**src/rtl/rep_pkg.sv**
```systemverilog
package rep_pkg;
  typedef enum logic [1:0] {
    CLS_PLAIN = 2'd0,
    CLS_JUMP  = 2'd1,
    CLS_COND  = 2'd2,
    CLS_REPT  = 2'd3
  } op_class_t;

  typedef enum logic [1:0] {
    ST_IDLE  = 2'd0,
    ST_ARMED = 2'd1,
    ST_RUN   = 2'd2
  } seq_st_t;
endpackage

```
**src/rtl/rep_counter.sv**
```systemverilog
module rep_counter #(
  parameter int W = 16
) (
  input  logic         clk,
  input  logic         rst,
  input  logic         load,
  input  logic [W-1:0] load_val,
  input  logic         dec,
  output logic [W-1:0] cnt,
  output logic         last
);
  localparam logic [W-1:0] ONE = W'(1);

  always_ff @(posedge clk) begin
    if (rst)       cnt <= '0;
    else if (load) cnt <= load_val;
    else if (dec)  cnt <= cnt - ONE;
  end

  assign last = (cnt == ONE);

  assert_load_R1: assert property (@(posedge clk) disable iff (rst)
    load |=> cnt == $past(load_val));
  assert_step_R6: assert property (@(posedge clk) disable iff (rst)
    (dec && !load) |=> cnt == $past(cnt) - ONE);
endmodule

```
**src/rtl/rep_legal.sv**
```systemverilog
module rep_legal
  import rep_pkg::*;
(
  input  logic [1:0] cls,
  output logic       legal
);
  always_comb begin
    case (op_class_t'(cls))
      CLS_PLAIN: legal = 1'b1;
      default:   legal = 1'b0;
    endcase
  end
endmodule

```
**src/rtl/rep_ctrl.sv**
```systemverilog
module rep_ctrl
  import rep_pkg::*;
(
  input  logic clk,
  input  logic rst,
  input  logic rep_go,
  input  logic nxt_valid,
  input  logic legal,
  input  logic last,
  output logic load,
  output logic dec,
  output logic fetch_stall,
  output logic issue_valid,
  output logic irq_mask,
  output logic rep_illegal
);
  seq_st_t st, nst;
  logic iss_d, stall_d, ill_d, mask_d;

  always_comb begin
    nst = st;
    load = 1'b0;
    dec = 1'b0;
    iss_d = 1'b0;
    stall_d = 1'b0;
    ill_d = 1'b0;
    case (st)
      ST_IDLE: begin
        if (rep_go) begin
          load = 1'b1;
          nst = ST_ARMED;
        end else begin
          iss_d = nxt_valid;
        end
      end
      ST_ARMED: begin
        if (nxt_valid) begin
          iss_d = 1'b1;
          if (!legal) begin
            ill_d = 1'b1;
            nst = ST_IDLE;
          end else begin
            dec = 1'b1;
            if (last) nst = ST_IDLE;
            else begin
              nst = ST_RUN;
              stall_d = 1'b1;
            end
          end
        end
      end
      ST_RUN: begin
        iss_d = 1'b1;
        dec = 1'b1;
        if (last) nst = ST_IDLE;
        else stall_d = 1'b1;
      end
      default: nst = ST_IDLE;
    endcase
    mask_d = (nst != ST_IDLE) || ((st != ST_IDLE) && iss_d);
  end

  always_ff @(posedge clk) begin
    if (rst) begin
      st <= ST_IDLE;
      fetch_stall <= 1'b0;
      issue_valid <= 1'b0;
      irq_mask <= 1'b0;
      rep_illegal <= 1'b0;
    end else begin
      st <= nst;
      fetch_stall <= stall_d;
      issue_valid <= iss_d;
      irq_mask <= mask_d;
      rep_illegal <= ill_d;
    end
  end

  assert_stall_masked_R4: assert property (@(posedge clk) disable iff (rst)
    fetch_stall |-> irq_mask);
  assert_stall_issues_R3: assert property (@(posedge clk) disable iff (rst)
    fetch_stall |-> issue_valid);
  assert_last_copy_R3: assert property (@(posedge clk) disable iff (rst)
    $fell(fetch_stall) |-> issue_valid && irq_mask);
  assert_illegal_pulse_R5: assert property (@(posedge clk) disable iff (rst)
    rep_illegal |=> !rep_illegal);
  assert_illegal_once_R5: assert property (@(posedge clk) disable iff (rst)
    rep_illegal |-> issue_valid && !fetch_stall);
endmodule

```
**src/rtl/rep_seq.sv**
```systemverilog
module rep_seq #(
  parameter int CNT_W = 16
) (
  input  logic             clk,
  input  logic             rst,
  input  logic             rep_go,
  input  logic [CNT_W-1:0] rep_count,
  input  logic             nxt_valid,
  input  logic [1:0]       nxt_class,
  output logic             fetch_stall,
  output logic             issue_valid,
  output logic             irq_mask,
  output logic             rep_illegal
);
  logic load, dec, last, legal;
  logic [CNT_W-1:0] cnt;

  rep_legal u_legal (
    .cls   (nxt_class),
    .legal (legal)
  );

  rep_counter #(.W(CNT_W)) u_cnt (
    .clk      (clk),
    .rst      (rst),
    .load     (load),
    .load_val (rep_count),
    .dec      (dec),
    .cnt      (cnt),
    .last     (last)
  );

  rep_ctrl u_ctrl (
    .clk         (clk),
    .rst         (rst),
    .rep_go      (rep_go),
    .nxt_valid   (nxt_valid),
    .legal       (legal),
    .last        (last),
    .load        (load),
    .dec         (dec),
    .fetch_stall (fetch_stall),
    .issue_valid (issue_valid),
    .irq_mask    (irq_mask),
    .rep_illegal (rep_illegal)
  );

  assert_go_masks_R1: assert property (@(posedge clk) disable iff (rst)
    (rep_go && !irq_mask && !issue_valid) |=> irq_mask && !issue_valid);
  assert_idle_pass_R8: assert property (@(posedge clk) disable iff (rst)
    (!irq_mask && !rep_go && nxt_valid) |=> issue_valid);
endmodule

```
**config.mk**
```make
export PLATFORM = sky130hd
export DESIGN_NAME = rep_seq
export DESIGN_NICKNAME = d
export VERILOG_FILES = /design/src/rtl/rep_pkg.sv /design/src/rtl/rep_counter.sv /design/src/rtl/rep_legal.sv /design/src/rtl/rep_ctrl.sv /design/src/rtl/rep_seq.sv
export SDC_FILE = /design/constraint.sdc
export NUM_CORES = 1
export LEC_CHECK = 0
export BUFFER_PORTS_ARGS = -buffer_cell sky130_fd_sc_hd__buf_2
export CORE_MARGIN = 2
export CORE_UTILIZATION = 25
export DETAILED_ROUTE_END_ITERATION = 10
export PLACE_DENSITY = 0.48
export SETUP_SLACK_MARGIN = 0.1
export SLEW_MARGIN = 20
export SYNTH_ARGS = -nofsm -noshare
export SYNTH_HDL_FRONTEND = slang
export SYNTH_SLANG_ARGS = --single-unit
```
**constraint.sdc**
```tcl
create_clock -name clk -period 2.1 [get_ports clk]
set_input_delay 0.21 -clock clk [delete_from_list [all_inputs] [get_ports clk]]
set_output_delay 0.21 -clock clk [all_outputs]
set_load 0.03 [all_outputs]
```
Word-level counts from Yosys, hierarchy flattened
Cells that the tools add are included.
- register bits: 22
- bits in latches: 0
- memory bits (writable): 0
- memory bits (read-only): 0
- input port bits: 22
- output and inout port bits: 4
- logic and storage cells: 42
- memories: 0
- add/sub/neg operators: 1
- multiply operators: 0
- divide/modulo/power cells: 0
- magnitude comparators: 0
- equal/unequal tests: 3
- shift-type cells: 0
- muxes and demuxes: 22
- bitwise gates (word level): 2
- reductions and logical operators: 8
- operator list (operator ; number):
    $mux W16 ; 2
    $eq A16 B1 Y1 const B ; 1
    $sub A16 B1 Y16 const B ; 1
    $mux W1 ; 11
    $mux W2 ; 5
    $pmux W2 S3 ; 1
    $reduce_bool A2 Y1 ; 3
    $logic_not A2 Y1 ; 2
    $pmux W1 S2 ; 2
    $pmux W1 S3 ; 1
    $reduce_or A3 Y1 ; 1
    $eq A2 B1 Y1 const B ; 1
    $eq A2 B2 Y1 const B ; 1
    $not A1 Y1 ; 2
    $logic_and A1 B1 Y1 ; 1
    $logic_or A1 B1 Y1 ; 1

Logic depth before layout (Yosys ltp)
Gate-level depths: netlist (run 1).
- depth in word-level cells: 7
- mapped depth: 7
- gate-level depth less buffers: 6

Hierarchy
Synthesis (run 1) repeated with hierarchy kept, for this count alone.
- cells, all modules: 144
- area total of the unflattened synthesis: 1236.2 µm²
- modules (own cells, without submodules) (module ; instances ; cells an instance ; area an instance (µm²) ; sequential area each (µm²)):
    rep_counter ; 1 ; 106 ; 904.6 ; 320.3
    rep_ctrl ; 1 ; 37 ; 327.8 ; 120.1
    rep_legal ; 1 ; 1 ; 3.8 ; 0.0

Least setup slack after synthesis (run 1)
Ideal clock, no wire load.
- kind: reg-to-reg
- start point: register u_ctrl.st[1]
- end point: register u_cnt.cnt[11]
- library setup time: 0.091 ns
- arrival: 1.986 ns
- data required time: 2.009 ns
- setup slack: 0.023 ns
- stages on the path, launching flop included: 8
- path buffers: 1
- clock period less this slack: 2.077 ns
- cell sequence: dfxtp_1 -> inv_1 -> ha_1 -> and4bb_2 -> buf_2 -> o21ai_2 -> or4_2 -> a311oi_1
- longest elaborated chain between the ends: 3
- elaborated cells between the ends (all ways): 7
- classes of those cells: eq/ne (2); mux (3); reduce/logical (2)
- RTL lines (item ; RTL line ; source):
    from (decl) ; rep_ctrl.sv:17 ; seq_st_t st, nst;
    from (signal assigned) ; rep_ctrl.sv:71 ; st <= nst;
    $eq A2 B2 Y1 (tied with other cells) ; rep_ctrl.sv:27 ; case (st)
    $pmux W1 S2 or $mux W1 (tied branches) ; rep_ctrl.sv:27 ;
    $reduce_bool A2 Y1 (no line) or $mux W16 (tied branches) ; - ;
    to (signal assigned) ; rep_counter.sv:16 ; else if (load) cnt <= load_val;
    to (signal assigned) ; rep_counter.sv:17 ; else if (dec) cnt <= cnt - ONE;
    to (decl) ; rep_counter.sv:9 ; output logic [W-1:0] cnt,
Parallel ways exist; a longest one is shown, timed or not.
A chain may end at the register's enable or synchronous reset.

Worst setup path in the final report (run 1)
- start point: register u_cnt.cnt[9]
- end point: register u_cnt.cnt[15]
- longest elaborated chain between the ends: 3
- RTL lines (item ; RTL line):
    $sub A16 B1 Y16 ; rep_counter.sv:17
    $mux W16 ; rep_counter.sv:17
    $mux W16 ; rep_counter.sv:16
Every way passes these cells. The select of a mux whose other input is x is not followed.

==> impl_metrics.py, run 1 <==
metrics = {
    "status": {
        "status": "finished clean",
    },
    "grt": {
        "overflow": 0,
        "antenna_found_initial": 0,
        "grt_use_total": 0.123,
        "grt_pass1_wl_um": 5340,
        "grt_max_degree": 33,
        "grt_pass1_vias": 1190,
    },
    "place": {
        "dp_hpwl_um": 2350,
        "place_inst": 243,
        "place_ws_ns": 0.0471,
        "io_buffer_count": 25,
        "gp_congestion": 0.830,
    },
    "setup_path": {
        "critPathKind": "reg -> reg",
        "reg2reg_depth": 4,
        "worstPathArrival_ns": 2.23,
        "cp.required_ns": 2.28,
        "rrSetupSlack_ns": 0.04,
        "cp_max_fo": 3,
        "cp-end-kind": "flip-flop",
        "r2r_start": "u_cnt.cnt[9]",
        "reg2reg_to": "u_cnt.cnt[15]",
        "worstSetupStartpointType": "flip-flop",
    },
    "synthesis": {
        "synth_edf_count": 0,
        "synth_area_per_cell_um2": 8.59,
        "synth.net_count": 174,
        "ys_seq_area_frac": 0.351,
        "synth_largest_area_cell": "dfxtp_1",
        "synthArstFlopShare": 0,
        "ys_warn_count": 0,
        "ys.flop_type": "dfxtp_1",
        "synthCells": 146,
        "yosys-top-cells-area": "dfxtp_1 (35%), nor2_1 (6.3%), ha_1 (6.0%)",
        "synth_top_area_share": 0.351,
        "synth-seq-cells": 22,
        "syn_area_mm2": 0.00125,
        "synth_cell_types": 37,
    },
    "worst_hold_path": {
        "hold-path-endpoint": "u_ctrl.rep_illegal",
        "min_from": "nxt_class[0]",
        "min_path_cells": 3,
        "hp-class": "in -> reg",
    },
    "floorplanning": {
        "die_h_um": 74.8,
        "die_area_mm2": 0.00560,
        "fp-row-count": 25,
        "io_pins": 26,
        "die_x_um": 74.8,
        "initial_core_util": 0.262,
        "core_area_mm2": 0.00479,
    },
    "drt": {
        "wl_met1_um": 1590,
        "wl_per_cell_um": 12.9,
        "drt_iter0_drc": 55,
        "vias_per_cell": 4.88,
        "first_pass_iters": 4,
        "final_antenna_net_count": 0,
        "routed.top_layer": "met4",
        "drc_errors": 0,
        "wl_met3_um": 127,
        "routed-wl-met2_um": 1530,
        "wl_um": 3280,
        "via_count": 1239,
    },
    "timing": {
        "slew_violations": 0,
        "rsz0062_at_grt": "yes",
        "setup_viol": 0,
        "hold_viol": 0,
        "max_freq_mhz": 486,
        "finClkSkew_ns": 0.00417,
        "fin_ws_ns": 0.0440,
        "min_period_ns": 2.06,
        "slew_headroom": 0.748,
        "min_period_over_period": 0.979,
        "worst-slew-pin-transition_ns": 0.378,
        "setup_tns_ns": 0,
    },
    "clock_tree": {
        "cts.sinks": 22,
        "clk_pin_slew_ns": 0.08,
        "ctsRootBufferMaster": "clkbuf_8",
        "h-tree-depth": 1,
        "cts_buffers": 3,
        "worstSkewPairLatency_ns": 0.27,
        "cts_hold_buf": 0,
        "cts.path.max_buffers": 2,
        "cts_tree": "done",
    },
    "power": {
        "leakagePower_uw": 0.000655,
        "p_per_area_mw_per_mm2": 638,
        "ir_worst_vdd_mv": 0.249,
    },
    "finish": {
        "insertedDiodeCount": 0,
        "stdcell_count": 254,
        "final_net_count": 216,
        "synthToLayoutAreaGrowth_pct": 39.0,
        "drive_above_1_share": 0.396,
        "fin_util": 0.364,
    },
    "run": {
        "cap_violations": 0,
    },
}
==> per-layer routing <==
| metal | vias to the layer above | GRT usage |
|---|---|---|
| met5 | - | 0 |
| met4 | 0 | 0.0298 |
| met3 | 4 | 0.0281 |
| met2 | 22 | 0.208 |
| met1 | 578 | 0.160 |
| li1 | 635 | - |
==> worst max-delay path, stage by stage, from the launching register on <==
cell	delay, ns
dfxtp_2	0.33
or4_4	0.54
or4_4	0.43
or4_4	0.41
a311oi_1	0.26
==> cell usage after synthesis, types with 2 or more instances <==
master    instances
a211oi_1          9
a21oi_1           4
a311oi_1          8
clkbuf_1          6
dfxtp_1          22
ha_1              6
inv_1             5
nand2_1           4
nand3_1           2
nor2_1           21
nor2b_1           3
nor3_1            3
nor4_1            2
o211ai_1          5
o21ai_0           5
o31ai_1           7
or2_2             3
or3_1             2
or4_1             6
xor2_1            6
==> where the power goes <==
group / internal [µW] / total [µW] / switching [µW] / leakage (µW)
clock: 167 / 310 / 143 / 0.0000288
sequential: 456 / 497 / 41.9 / 0.000184
combinational: 146 / 305 / 159 / 0.000443
==> kinds of logic after synthesis <==
group,after synthesis,share of synthesized area
XOR/XNOR,7,0.0489
buffers and inverters,12,0.0369
adder cells (fa/ha/maj),6,0.0599
AND/OR/NAND/NOR,55,0.245
AO/OA/AOI/OAI,44,0.258
flip-flops,22,0.351
==> cell usage in the layout (no fill, tap or decap), types with 2 or more instances in the layout <==
master,n
nand3_1,2
xor2_1,6
a21oi_1,4
nor3_1,3
o31ai_1,7
ha_1,3
dfxtp_1,19
buf_4,18
nor2b_1,3
a211oi_1,9
o21ai_0,4
or4_1,4
a311oi_1,7
or2_2,3
ha_4,2
dfxtp_4,2
nor2_1,21
clkbuf_8,4
inv_1,3
buf_2,25
o211ai_1,5
nand2_1,4
or4_4,4
==> layout make-up <==
type,count,area [µm²]
timing repair buffer,44,272
inverter,5,21.3
clock buffer,4,55.1
tap,67,83.8
fill,494,3040
sequential,22,449
multi-input combinational,112,862
==> timing repair <==
item,4_1_cts,5_1_grt
buffers inserted,4,3
pin swaps,4,6
setup endpoints to repair,5,7
gates resized for setup,6,18
==> through the flow <==
step                area [µm²]  hold WS, ns  power [µW]
floorplan                 1260        0.362         667
global placement          1530        0.492         757
detailed placement        1530        0.490         763
CTS                       1630        0.206        1090
global route              1740        0.226        1170
finish                    1740        0.208        1110
==> worst max-delay path by stage <==
| stage | endpoint | depth (start not counted) | from |
|---|---|---|---|
| floorplan | u_cnt.cnt[11] | 7 | u_ctrl.st[1] |
| detailed placement | u_cnt.cnt[11] | 6 | u_ctrl.st[1] |
| global placement | u_cnt.cnt[11] | 6 | u_ctrl.st[1] |
| global route | u_cnt.cnt[15] | 4 | u_cnt.cnt[9] |
| finish | u_cnt.cnt[15] | 4 | u_cnt.cnt[9] |
| CTS | u_cnt.cnt[15] | 4 | u_cnt.cnt[9] |
==> state kept, by name, indices dropped and copies added, names as in the netlist <==
signal              count
u_ctrl.rep_illegal      1
u_ctrl.st               2
u_cnt.cnt              16
u_ctrl.fetch_stall      1
u_ctrl.irq_mask         1
u_ctrl.issue_valid      1
Power figures use the tool's default switching activity.
==> inputs of run 2 (changes only) <==
- RECOVER_POWER: not set -> 50
==> run 2 against run 1 <==
Fmax about the same. Total power about the same. Worst setup slack about the same. Sequential share of layout area increased by 0.14 points. Register-to-register slack about the same. First-iteration DRC count decreased by 1.8%. Sequential power about the same. Cell area decreased by 1.4%. Flip-flop and latch count unchanged. Hold slack about the same. Final cell count unchanged. Clock power about the same. Critical endpoint unchanged. Largest cell class unchanged. Largest power group unchanged. Highest routed layer unchanged.
==> impl_metrics.py, run 2 (same netlist as run 1, synthesis figures left out) <==
metrics = {
    "status": {
        "status": "finished clean",
    },
    "drt": {
        "final_antenna_net_count": 0,
        "drc_errors": 0,
        "drt_iter0_drc": 54,
        "via_count": 1242,
        "vias_per_cell": 4.89,
        "first_pass_iters": 4,
        "wl_per_cell_um": 13.0,
        "wl_um": 3300,
    },
    "setup_path": {
        "reg2reg_depth": 4,
        "endpoint": "u_cnt.cnt[15]",
        "cp_max_fo": 3,
        "worstSetupStartpointType": "flip-flop",
        "worstPathArrival_ns": 2.23,
        "r2r_start": "u_cnt.cnt[9]",
        "cp-end-kind": "flip-flop",
        "crit_path_start": "u_cnt.cnt[9]",
        "cp.required_ns": 2.28,
        "reg2reg_to": "u_cnt.cnt[15]",
        "critPathKind": "reg -> reg",
        "rrSetupSlack_ns": 0.04,
    },
    "place": {
        "place_inst": 243,
        "dp_hpwl_um": 2350,
        "io_buffer_count": 25,
        "placed_area_mm2": 0.00153,
        "gp_congestion": 0.830,
    },
    "finish": {
        "drive_above_1_share": 0.348,
        "stdcell_count": 254,
        "insertedDiodeCount": 0,
        "synthToLayoutAreaGrowth_pct": 37.1,
        "layout_common_cells": "nor2_1 (21), buf_2 (21), dfxtp_1 (20), buf_4 (14), a211oi_1 (9)",
        "regMostFlops": "u_cnt.cnt",
        "largest_reg_flops": 16,
        "final_net_count": 216,
        "final_area_mm2": 0.00172,
        "fin_util": 0.359,
        "top_regs": "u_cnt.cnt (16), u_ctrl.st (2)",
    },
    "power": {
        "ir_worst_vdd_mv": 0.249,
        "p_per_area_mw_per_mm2": 646,
        "leakagePower_uw": 0.000624,
        "pwr-share-comb": 0.272,
        "switching_share": 0.309,
        "p_int_uw": 767,
        "p_seq_frac": 0.449,
        "switchingPower_uw": 344,
        "clockPowerShare": 0.279,
    },
    "clock_tree": {
        "cts.path.max_buffers": 2,
        "cts_buffers": 3,
        "cts.sinks": 22,
        "cts_hold_buf": 0,
        "cts_tree": "done",
        "clk_pin_slew_ns": 0.08,
        "h-tree-depth": 1,
        "worstSkewPairLatency_ns": 0.27,
        "ctsRootBufferMaster": "clkbuf_8",
    },
    "grt": {
        "overflow": 0,
        "grt_pass1_vias": 1190,
        "grt_use_total": 0.123,
        "antenna_found_initial": 0,
        "grt_pass1_wl_um": 5340,
        "grt_max_degree": 33,
    },
    "timing": {
        "finClkSkew_ns": 0.00418,
        "max_freq_mhz": 486,
        "hold_viol": 0,
        "setup_viol": 0,
        "slew_headroom": 0.748,
        "slew_violations": 0,
        "min_period_ns": 2.06,
        "worst-slew-pin-transition_ns": 0.379,
        "hold_ws_ns": 0.208,
        "rsz0062_at_grt": "yes",
        "min_period_over_period": 0.979,
    },
    "worst_hold_path": {
        "min_path_cells": 3,
        "hp-class": "in -> reg",
    },
    "floorplanning": {
        "core_area_mm2": 0.00479,
        "die_x_um": 74.8,
        "io_pins": 26,
        "initial_core_util": 0.262,
        "die_h_um": 74.8,
        "die_area_mm2": 0.00560,
        "fp-row-count": 25,
    },
    "run": {
        "cap_violations": 0,
    },
}
## run 2: critical path, cell delays in order (launching register included)
cell and delay (ns):
dfxtp_2 0.33, or4_4 0.54, or4_4 0.43, or4_4 0.41, a311oi_1 0.26
## run 2: timing repair
action	4_1_cts	5_1_grt
gates resized for setup	6	18
setup buffers	4	3
endpoints found under the setup margin	5	7
pin swaps	4	6
## run 2: per-stage QoR
step                worst slack (ns)  power (µW)  TNS [ns]
floorplan                     0.0862         667         0
global placement              0.0602         757         0
detailed placement            0.0471         763         0
CTS                           0.0881        1090         0
global route                 -0.0112        1170   -0.0112
finish                        0.0440        1110         0
## run 2: cell type report
class                      instances  area [µm²]
clock buffer                       4        55.1
fill                             498        3070
inverter                           5        21.3
multi-input combinational        112         862
sequential                        22         445
tap                               67        83.8
timing repair buffer              44         251
## run 2: power groups by stage
stage                     Sequential [µW]  Clock (µW)  Combinational (µW)
after floorplan                       506           0                 161
after detailed placement              502           0                 262
after global routing                  506         335                 331
after global placement                501           0                 256
after CTS                             491         324                 278
final                                 499         310                 302
## run 2: worst min path at each step
stage | startpoint | to | slack (ns)
floorplan | rep_go | u_cnt.cnt[1] | 0.36
global placement | nxt_class[0] | u_ctrl.rep_illegal | 0.49
detailed placement | nxt_class[0] | u_ctrl.rep_illegal | 0.49
CTS | nxt_class[0] | u_ctrl.rep_illegal | 0.21
global route | rep_count[2] | u_cnt.cnt[2] | 0.23
finish | nxt_class[0] | u_ctrl.rep_illegal | 0.21
## run 2: metal layers
layer  GRT usage  vias to the layer above  routed length [µm]
met5           0                        -                   0
met4      0.0298                        0                  32
met3      0.0281                        4                 139
met2       0.208                       26                1540
met1       0.160                      577                1590
li1            -                      635                   -
